$ cat src/rtl/aai_seq_pkg.sv
package aai_seq_pkg;
   localparam logic [7:0] OP_WORD   = 8'hAD;
   localparam logic [7:0] OP_WDIS   = 8'h04;
   localparam logic [7:0] OP_WEN    = 8'h06;
   localparam logic [7:0] OP_STAT   = 8'h05;
   localparam logic [7:0] OP_RB_ON  = 8'h70;
   localparam logic [7:0] OP_RB_OFF = 8'h80;

   localparam int ST_BUSY = 0;
   localparam int ST_WEL  = 1;
   localparam int ST_MODE = 6;

   typedef enum logic [1:0] {
      ENG_IDLE,
      ENG_LO,
      ENG_HI,
      ENG_HOLD
   } eng_state_e;

   typedef struct packed {
      logic enter;
      logic word;
      logic wdis;
      logic wen;
      logic rb_on;
      logic rb_off;
   } cmd_act_t;
endpackage

$ cat src/rtl/aai_cmd_filter.sv
module aai_cmd_filter
   import aai_seq_pkg::*;
#(
   parameter int ADDR_W = 24
) (
   input  logic              cmd_stb_i,
   input  logic [7:0]        cmd_op_i,
   input  logic [ADDR_W-2:0] start_word_i,
   input  logic [ADDR_W:0]   prot_base_i,
   input  logic              busy_i,
   input  logic              mode_i,
   input  logic              wel_i,
   output cmd_act_t          act_o
);
   localparam int AW1 = ADDR_W + 1;

   logic live;
   logic start_ok;

   // Commands arriving during a program cycle are dropped (status reads need no action)
   assign live     = cmd_stb_i && !busy_i;
   assign start_ok = AW1'({start_word_i, 1'b0}) < prot_base_i;

   always_comb begin
      act_o = '0;
      if (live) begin
         if (mode_i) begin
            act_o.word = (cmd_op_i == OP_WORD);
            act_o.wdis = (cmd_op_i == OP_WDIS);
         end else begin
            act_o.enter  = (cmd_op_i == OP_WORD) && wel_i && start_ok;
            act_o.wdis   = (cmd_op_i == OP_WDIS);
            act_o.wen    = (cmd_op_i == OP_WEN);
            act_o.rb_on  = (cmd_op_i == OP_RB_ON);
            act_o.rb_off = (cmd_op_i == OP_RB_OFF);
         end
      end
   end
endmodule

$ cat src/rtl/aai_mode_regs.sv
module aai_mode_regs
   import aai_seq_pkg::*;
(
   input  logic     clk_i,
   input  logic     rst_ni,
   input  cmd_act_t act_i,
   input  logic     word_done_i,
   input  logic     word_last_i,
   output logic     mode_o,
   output logic     wel_o,
   output logic     rb_en_o
);
   logic auto_exit;
   assign auto_exit = word_done_i && word_last_i;

   always_ff @(posedge clk_i or negedge rst_ni) begin
      if (!rst_ni) begin
         mode_o  <= 1'b0;
         wel_o   <= 1'b0;
         rb_en_o <= 1'b0;
      end else begin
         if (act_i.wdis || auto_exit) begin
            mode_o <= 1'b0;
            wel_o  <= 1'b0;
         end else begin
            if (act_i.enter) mode_o <= 1'b1;
            if (act_i.wen)   wel_o  <= 1'b1;
         end
         if (act_i.rb_on)       rb_en_o <= 1'b1;
         else if (act_i.rb_off) rb_en_o <= 1'b0;
      end
   end
endmodule

$ cat src/rtl/aai_word_engine.sv
module aai_word_engine
   import aai_seq_pkg::*;
#(
   parameter int ADDR_W   = 24,
   parameter int DATA_W   = 8,
   parameter int BUSY_CYC = 6
) (
   input  logic              clk_i,
   input  logic              rst_ni,
   input  cmd_act_t          act_i,
   input  logic [ADDR_W-2:0] start_word_i,
   input  logic [DATA_W-1:0] dlo_i,
   input  logic [DATA_W-1:0] dhi_i,
   input  logic [ADDR_W:0]   prot_base_i,
   output logic              busy_o,
   output logic              we_o,
   output logic [ADDR_W-1:0] addr_o,
   output logic [DATA_W-1:0] data_o,
   output logic              word_done_o,
   output logic              word_last_o
);
   localparam int AW1   = ADDR_W + 1;
   localparam int CNT_W = $clog2(BUSY_CYC + 1);
   localparam logic [CNT_W-1:0] CNT_LOAD = CNT_W'(BUSY_CYC - 1);

   eng_state_e        state_q;
   logic [CNT_W-1:0]  cnt_q;
   logic [ADDR_W-2:0] word_q;
   logic [DATA_W-1:0] lo_q;
   logic [DATA_W-1:0] hi_q;
   logic              lo_ok;
   logic              hi_ok;
   logic              start;

   assign start       = act_i.enter || act_i.word;
   assign lo_ok       = AW1'({word_q, 1'b0}) < prot_base_i;
   assign hi_ok       = AW1'({word_q, 1'b1}) < prot_base_i;
   assign word_last_o = (AW1'({word_q, 1'b0}) + AW1'(2)) >= prot_base_i;
   assign word_done_o = (state_q == ENG_HOLD) && (cnt_q == '0);
   assign busy_o      = (state_q != ENG_IDLE);

   always_comb begin
      we_o   = 1'b0;
      addr_o = {word_q, 1'b0};
      data_o = lo_q;
      unique case (state_q)
         ENG_LO: we_o = lo_ok;
         ENG_HI: begin
            we_o   = hi_ok;
            addr_o = {word_q, 1'b1};
            data_o = hi_q;
         end
         default: ;
      endcase
   end

   always_ff @(posedge clk_i or negedge rst_ni) begin
      if (!rst_ni) begin
         state_q <= ENG_IDLE;
         cnt_q   <= '0;
         word_q  <= '0;
         lo_q    <= '0;
         hi_q    <= '0;
      end else begin
         unique case (state_q)
            ENG_IDLE: if (start) begin
               state_q <= ENG_LO;
               lo_q    <= dlo_i;
               hi_q    <= dhi_i;
               if (act_i.enter) word_q <= start_word_i;
            end
            ENG_LO: state_q <= ENG_HI;
            ENG_HI: begin
               state_q <= ENG_HOLD;
               cnt_q   <= CNT_LOAD;
            end
            ENG_HOLD: begin
               if (cnt_q == '0) begin
                  state_q <= ENG_IDLE;
                  if (!word_last_o) word_q <= word_q + 1'b1;
               end else begin
                  cnt_q <= cnt_q - 1'b1;
               end
            end
            default: state_q <= ENG_IDLE;
         endcase
      end
   end
endmodule

$ cat src/rtl/aai_so_driver.sv
module aai_so_driver #(
   parameter bit SO_REG = 1'b0
) (
   input  logic clk_i,
   input  logic rst_ni,
   input  logic cs_ni,
   input  logic rb_en_i,
   input  logic mode_i,
   input  logic busy_i,
   output logic so_oe_o,
   output logic so_o
);
   logic oe_d;
   logic lvl_d;

   assign oe_d  = !cs_ni && rb_en_i && mode_i;
   assign lvl_d = !busy_i;

   generate
      if (SO_REG) begin : g_reg
         always_ff @(posedge clk_i or negedge rst_ni) begin
            if (!rst_ni) begin
               so_oe_o <= 1'b0;
               so_o    <= 1'b1;
            end else begin
               so_oe_o <= oe_d && !cs_ni;
               so_o    <= lvl_d;
            end
         end
      end else begin : g_comb
         logic unused_clk;
         assign unused_clk = clk_i ^ rst_ni;
         assign so_oe_o    = oe_d;
         assign so_o       = lvl_d;
      end
   endgenerate
endmodule

$ cat src/rtl/aai_seq.sv
module aai_seq
   import aai_seq_pkg::*;
#(
   parameter int ADDR_W   = 24,
   parameter int DATA_W   = 8,
   parameter int BUSY_CYC = 6,
   parameter bit SO_REG   = 1'b0
) (
   input  logic              clk_i,
   input  logic              rst_ni,
   input  logic              cs_ni,
   input  logic              cmd_stb_i,
   input  logic [7:0]        cmd_op_i,
   input  logic [ADDR_W-1:0] cmd_addr_i,
   input  logic [DATA_W-1:0] cmd_dlo_i,
   input  logic [DATA_W-1:0] cmd_dhi_i,
   input  logic [ADDR_W:0]   prot_base_i,
   output logic              pgm_we_o,
   output logic [ADDR_W-1:0] pgm_addr_o,
   output logic [DATA_W-1:0] pgm_data_o,
   output logic [7:0]        stat_o,
   output logic              so_oe_o,
   output logic              so_o
);
   if (ADDR_W < 2 || ADDR_W > 32) begin : g_bad_addr
      $error("aai_seq: ADDR_W out of range");
   end
   if (BUSY_CYC < 1) begin : g_bad_busy
      $error("aai_seq: BUSY_CYC must be at least 1");
   end
   if (DATA_W < 1) begin : g_bad_data
      $error("aai_seq: DATA_W must be positive");
   end

   cmd_act_t act;
   logic     busy;
   logic     mode;
   logic     wel;
   logic     rb_en;
   logic     word_done;
   logic     word_last;
   logic     unused_a0;

   // Address bit 0 is forced low on entry
   assign unused_a0 = cmd_addr_i[0];

   aai_cmd_filter #(.ADDR_W(ADDR_W)) filt_i (
      .cmd_stb_i   (cmd_stb_i),
      .cmd_op_i    (cmd_op_i),
      .start_word_i(cmd_addr_i[ADDR_W-1:1]),
      .prot_base_i (prot_base_i),
      .busy_i      (busy),
      .mode_i      (mode),
      .wel_i       (wel),
      .act_o       (act)
   );

   aai_mode_regs mode_i_ (
      .clk_i      (clk_i),
      .rst_ni     (rst_ni),
      .act_i      (act),
      .word_done_i(word_done),
      .word_last_i(word_last),
      .mode_o     (mode),
      .wel_o      (wel),
      .rb_en_o    (rb_en)
   );

   aai_word_engine #(
      .ADDR_W  (ADDR_W),
      .DATA_W  (DATA_W),
      .BUSY_CYC(BUSY_CYC)
   ) eng_i (
      .clk_i       (clk_i),
      .rst_ni      (rst_ni),
      .act_i       (act),
      .start_word_i(cmd_addr_i[ADDR_W-1:1]),
      .dlo_i       (cmd_dlo_i),
      .dhi_i       (cmd_dhi_i),
      .prot_base_i (prot_base_i),
      .busy_o      (busy),
      .we_o        (pgm_we_o),
      .addr_o      (pgm_addr_o),
      .data_o      (pgm_data_o),
      .word_done_o (word_done),
      .word_last_o (word_last)
   );

   aai_so_driver #(.SO_REG(SO_REG)) so_i (
      .clk_i  (clk_i),
      .rst_ni (rst_ni),
      .cs_ni  (cs_ni),
      .rb_en_i(rb_en),
      .mode_i (mode),
      .busy_i (busy),
      .so_oe_o(so_oe_o),
      .so_o   (so_o)
   );

   always_comb begin
      stat_o          = '0;
      stat_o[ST_BUSY] = busy;
      stat_o[ST_WEL]  = wel;
      stat_o[ST_MODE] = mode;
   end
endmodule

$ cat config.mk
export PLATFORM = sky130hd
export DESIGN_NAME = aai_seq
export DESIGN_NICKNAME = d
export VERILOG_FILES = /design/src/rtl/aai_seq_pkg.sv /design/src/rtl/aai_cmd_filter.sv /design/src/rtl/aai_mode_regs.sv /design/src/rtl/aai_word_engine.sv /design/src/rtl/aai_so_driver.sv /design/src/rtl/aai_seq.sv
export SDC_FILE = /design/constraint.sdc
export NUM_CORES = 1
export LEC_CHECK = 0
export BUFFER_PORTS_ARGS = -buffer_cell sky130_fd_sc_hd__buf_2
export CAP_MARGIN = 20
export CELL_PAD_IN_SITES_DETAIL_PLACEMENT = 0
export CELL_PAD_IN_SITES_GLOBAL_PLACEMENT = 1
export CORE_MARGIN = 2
export CORE_UTILIZATION = 44
export DETAILED_ROUTE_END_ITERATION = 16
export GPL_TIMING_DRIVEN = 0
export PLACE_DENSITY = 0.95
export SKIP_CTS_REPAIR_TIMING = 1
export SLEW_MARGIN = 0
export SYNTH_ARGS = -nofsm -noshare
export SYNTH_HDL_FRONTEND = slang
export SYNTH_SLANG_ARGS = --single-unit
$ cat constraint.sdc
create_clock -name clk_i -period 7 [get_ports clk_i]
set_input_delay 1.4 -clock clk_i [delete_from_list [all_inputs] [get_ports clk_i]]
set_output_delay 1.4 -clock clk_i [all_outputs]
set_load 0.01 [all_outputs]
# Word level (Yosys, flattened, before mapping)
# Cells that the tools add are included.
[totals] ram_bits=0 regBits=47 mem_bits_ro=0 wordCells=74 memories=0 latchBits=0
[classes] n_bitwise=0 add_sub_neg=3 mux=23 eq_ne=13 mul=0 reduce_logical=23 shifts=0 n_div=0 n_lt_le_gt_ge=4
[op_table] cell="two-way mux 23 bit" n=4
[op_table] cell="< comparator 24 x 25 -> 1 bit" n=3
[op_table] cell="one-hot mux 23 bit (2 select lines)" n=1
[op_table] cell="adder 24 x 2 -> 25 bit (second input constant)" n=1
[op_table] cell=">= comparator 25 bit" n=1
[op_table] cell="adder 23 x 1 -> 23 bit (second input constant)" n=1
[op_table] cell="equality test 8 x 3 -> 1 bit (second input constant)" n=2
[op_table] cell="equality test 8 bit (second input constant)" n=2
[op_table] cell="nonzero test 2 bit" n=6
[op_table] cell="two-way mux 1 bit" n=9
[op_table] cell="equality test 8 x 7 -> 1 bit (second input constant)" n=1
[op_table] cell="two-way mux 8 bit" n=1
[op_table] cell="one-hot mux 2 bit (4 select lines)" n=1
[op_table] cell="logical AND 1 bit" n=7
[op_table] cell="two-way mux 3 bit" n=2
[op_table] cell="two-way mux 6 bit" n=1
[op_table] cell="inequality test 2 bit (second input constant)" n=3
[op_table] cell="one-hot mux 3 bit (2 select lines)" n=1
[op_table] cell="AND reduction 2 bit" n=3
[op_table] cell="AND reduction 5 bit" n=1
[op_table] cell="equality test 2 bit (second input constant)" n=2
[op_table] cell="two-way mux 2 bit" n=2
[op_table] cell="inequality test 2 x 1 -> 1 bit (second input constant)" n=2
[op_table] cell="zero test 3 bit" n=1
[op_table] cell="other kinds (6)" n=8

# Longest topological paths before layout
[depth] ltp_word=8 depth_mapped=14

# Hierarchy
# Synthesis repeated with hierarchy kept, for this count alone.
[hier_totals] hier_cells=534 hier_area_um2=4678.2
[modules_own_cells] module="aai_word_engine" cells_each=423 seq_area_each_um2=1101.1 instances=1 area_per_inst_um2=3788.6
[modules_own_cells] module="aai_cmd_filter" cells_each=92 seq_area_each_um2=0.0 instances=1 area_per_inst_um2=703.2
[modules_own_cells] module="aai_mode_regs" cells_each=8 seq_area_each_um2=75.1 instances=1 area_per_inst_um2=110.1
[modules_own_cells] module="aai_seq" cells_each=9 seq_area_each_um2=0.0 instances=1 area_per_inst_um2=63.8
[modules_own_cells] module="aai_so_driver" cells_each=2 seq_area_each_um2=0.0 instances=1 area_per_inst_um2=12.5

# Least setup slack after synthesis
# No wires, ideal clock.
[synth_path] path_kind="in2out" from="input port prot_base_i[14]" to="output port pgm_we_o" cell_stages=9 slack_ps=2908 arrival_ps=2692 cell_sequence="inv_1 -> ha_1 -> a21o_1 -> a21o_1 -> a21oi_1 -> o21ai_0 -> a21oi_1 -> o31ai_1 -> a31oi_1"
[synth_via] elab_chain_cells=2 word_cells_on_any_way=3 classes_between="order compare (2); mux (1)"
[synth_lines] element="start: declaration" line="aai_seq.sv:17" source="input logic [ADDR_W:0] prot_base_i,"
[synth_lines] element="< comparator 24 x 25 -> 1 bit (on tied branches)" line="aai_word_engine.sv:37, aai_word_engine.sv:36"
[synth_lines] element="one-hot mux 1 bit (2 select lines) *" line="aai_word_engine.sv:46" source="unique case (state_q)"
[synth_lines] element="end: declaration" line="aai_seq.sv:18" source="output logic pgm_we_o,"
# Mark *: on every way between the ends. The rest lies on a longest branch, timed or not.

# Worst setup path in the final report
[layout_path] from="register eng_i.word_q[2]" to="register eng_i.word_q[8]"
[layout_via] elab_chain_cells=4 word_cells_on_any_way=8 classes_between="add/sub (2); order compare (1); eq/ne (1); mux (3); reduce/logical (1)"
[layout_lines] element="start: declaration" line="aai_word_engine.sv:28" source="logic [ADDR_W-2:0] word_q;"
[layout_lines] element="start signal: assignment" line="aai_word_engine.sv:70" source="if (act_i.enter) word_q <= start_word_i;"
[layout_lines] element="start signal: assignment" line="aai_word_engine.sv:80" source="if (!word_last_o) word_q <= word_q + 1'b1;"
[layout_lines] element="adder 24 x 2 -> 25 bit / adder 23 x 1 -> 23 bit (equally long branches)" line="aai_word_engine.sv:38, aai_word_engine.sv:80"
[layout_lines] element=">= comparator 25 bit / two-way mux 23 bit (equally long branches)" line="aai_word_engine.sv:38, aai_word_engine.sv:80"
[layout_lines] element="inequality test 2 bit (no source line) / two-way mux 23 bit (equally long branches)"
[layout_lines] element="AND reduction 5 bit (no source line) / one-hot mux 23 bit (2 select lines) (equally long branches)"
# Several ways; a longest one is shown, not always the timed one. The select of a mux whose other input is x is not followed.
# A chain may end at the register's enable or synchronous reset.

==> results.yml <==
status:
  outcome: "finished clean"
worst_setup_path:
  cp_max_fo: 10
  path_buf_inv: 1
  reg2reg_slack_ns: 2.32
  path_cells: "and3_1, nand4_1, nor3_1, nand2_1, xnor2_1, ha_1, nand4_1, or4_1, a2111o_1, nand4_2, o21ai_2, o21ai_4, buf_12, mux2_4"
  start_kind: "flip-flop"
  cp-end-kind: "flip-flop"
  crit_top_cell: "nand4_1"
  cp_slowest_stage_delay_ns: 0.67
  critPathRequiredTime_ns: 7.23
  worst_path_max_delay_cell: "nor3_1"
  r2r-start: "eng_i.word_q[2]"
  critPathTopFamily: "simple AND/OR/NAND/NOR gates"
  path_class: "reg2reg"
  cp.arrival_ns: 4.90
  critPathLaunch: "eng_i.word_q[2]"
placed_design:
  hpwl_um: 10600
  place_congestion: 0.924
  portBuffers: 113
  pre_cts_ws_ns: 2.52
logic_synthesis:
  synth.top_cell.area_share_pct: 24.7
  async_reset_ff_share_pct: 100
  ys_ff_latch: 47
  synthesis.area_um2: 4760
  yosysTopAreaCell: "dfrtp_1"
  synth-edff-count: 0
  yosys_most_used_dff: "dfrtp_1"
  ys_types: 64
  synth-seq-area-share_pct: 24.7
  syn_inst: 503
  yosys_warnings: 0
  avgSynthCellArea_um2: 9.46
  synthTopCellsByArea: "dfrtp_1 25%, ha_1 21%, mux2_2 8.3%, inv_1 3.5%, mux2i_1 3.4%"
floorplanning:
  dieArea_um2: 11700
  io_pins: 120
  num_rows: 37
  die_width_um: 108
  core-area_um2: 10400
  die_h_um: 108
  start_util_pct: 45.7
power:
  p_leak_nw: 2.91
  p_per_area_nw_per_um2: 344
  peakVddDrop_v: 0.000176
worst_hold_path:
  hold_path_startpoint: "eng_i.lo_q[1]"
  hp-class: "reg2reg"
final_layout:
  ff_latch_area_um2: 1180
  area_delta_synth_final_pct: 18.2
  fin_nets: 783
  drive_above_1_share_pct: 31.3
  fillers: 964
  multi_input_area_um2: 3260
  n_antenna_cell: 0
timing:
  fin_ws_ns: 2.32
  skew_ns: 0.00711
  post-route-period-util_pct: 66.8
  timing.slew.headroom_pct: 48.4
  setup_tns_ns: 0
  slew_viol_final: 0
  period_minus_slack_ns: 4.68
  fmax_ghz: 0.214
  worst_slew_pin_slew_ns: 0.775
  grt_setup_unrepaired: "false"
  finalHoldViolations: 0
  setup_violations: 0
run:
  cap_violations: 0
drt:
  wire_per_inst_um: 17.2
  avgViaCountPerCell: 5.58
  drc: 0
  vias: 4269
  drtIter0Drc: 238
  wl_um: 13200
  ant_nets: 0
  dr.pass1.iters: 5
cts:
  cts_tree: "yes"
  cts_root_buffer: "clkbuf_8"
  cts_buffers: 5
  clock_latency_ns: 0.33
  cts_buffer_depth: 2
  cts_htree_levels: 2
  clk_pin_slew_worst_paths_ns: 0.11
  cts_sinks: 47
global_routing:
  grt_first_pass_wirelength_um: 21400
  grt_pass1_vias: 4474
  gr-usage-all-layers_pct: 23.4
  grt_overflow_total: 0
  grt_max_degree: 29
  antenna_found_initial: 0
layout by cell type, fill, tap and decap left out, drive strengths merged, types with 3 or more instances in the layout:
master  netlist  final
nand3        26     26
clkbuf        4      9
nor3b         6      6
o311a         3      3
nand2        24     24
nand3b        3      3
ha           78     78
dfrtp        47     47
a21o          7      7
nand2b        3      3
nor2         30     30
xnor2        11     11
inv          44     46
mux2         43     43
nor3         10     10
nand4        13     13
o21ai        22     22
nor4          3      3
mux2i        16     16
o21a          7      7
o221ai        6      6
a211oi        3      3
conb          1      5
and4          4      4
and3          7      7
xor2         10     10
a21oi        26     26
buf          15    129
a31oi         6      6
where the power goes:
group          internal [mW]  total [mW]  switching (mW)
registers              0.358       0.502           0.144
clock network         0.0745       0.196           0.121
logic                  0.587        1.23           0.648
cells in the mapped netlist (2+ instances only):
| master | number |
|---|---|
| dfrtp_1 | 47 |
| nor3b_1 | 6 |
| o21ai_2 | 2 |
| nor2_1 | 30 |
| o221ai_1 | 6 |
| and3_1 | 6 |
| nand2_1 | 24 |
| nand3_1 | 26 |
| mux2_4 | 8 |
| buf_4 | 8 |
| buf_2 | 3 |
| mux2i_1 | 16 |
| nor4_1 | 3 |
| nand3b_1 | 3 |
| nand4_2 | 2 |
| nor3_1 | 9 |
| o21a_1 | 7 |
| a21o_1 | 6 |
| nor2b_1 | 2 |
| o311a_1 | 3 |
| clkbuf_8 | 3 |
| ha_1 | 78 |
| a211oi_1 | 3 |
| nand2b_1 | 3 |
| and4_1 | 4 |
| mux2_2 | 35 |
| o31ai_1 | 2 |
| buf_6 | 2 |
| a31oi_1 | 6 |
| xor2_1 | 10 |
| nand4_1 | 11 |
| xnor2_1 | 11 |
| a21oi_1 | 26 |
| inv_1 | 44 |
| o21ai_0 | 19 |
flip-flops by register name (all words and copies together), names as in the netlist:
signal and flops:
eng_i.word_q 23, eng_i.state_q 2, eng_i.cnt_q 3, eng_i.hi_q 8
eng_i.lo_q 8, mode_i_.rb_en_o 1, mode_i_.wel_o 1, mode_i_.mode_o 1
logic make-up after synthesis:
family / count (synthesis) / share of synthesized area, %
compound gates: 93 / 13.5
xor+xnor: 21 / 3.87
fa+ha+maj: 78 / 20.5
buf+inv: 64 / 7.05
flops: 47 / 24.7
mux: 59 / 14.2
other cells: 1 / 0.0788
simple gates: 140 / 16.1
worst paths after layout:
path / end / cells after the start
setup / recovery: eng_i.word_q[8] / 14
min in group asynchronous: eng_i.lo_q[2] / 1
max in group asynchronous: eng_i.word_q[12] / 2
setup reg to reg: eng_i.word_q[8] / 14
hold reg to reg: eng_i.lo_q[1] / 1
hold / removal: eng_i.lo_q[1] / 1
per-layer routing:
metal / part of all wire [%] / global-route usage [%] / vias to the layer above
met2: 50 / 41.0 / 120
li1: - / - / 2080
met3: 4.6 / 2.77 / 27
met1: 44 / 29.4 / 2042
met5: 0 / 0 / -
met4: 2.3 / 8.61 / 0
area by class of cell:
class                           instances  share of cell area (%)
Buffer                                 19                    2.96
Clock buffer                            5                    1.22
Clock inverter                          3                   0.489
Inverter                               45                    3.00
Multi-Input combinational cell        396                    58.0
Sequential cell                        47                    20.9
Tap cell                              136                    3.02
Timing Repair Buffer                  114                    10.4
per-stage QoR:
step	hold slack (ns)	total power [mW]	utilization, %	std cells	cell area, um^2
finish	0.519	1.93	54.0	765	5630
global placement	0.483	1.68	52.9	756	5510
detailed placement	0.494	1.73	53.1	757	5530
floorplan	0.468	1.36	-	507	4770
global route	0.531	2.09	54.0	765	5630
CTS	0.519	1.92	54.0	765	5630
Power figures use the tool's default switching activity.
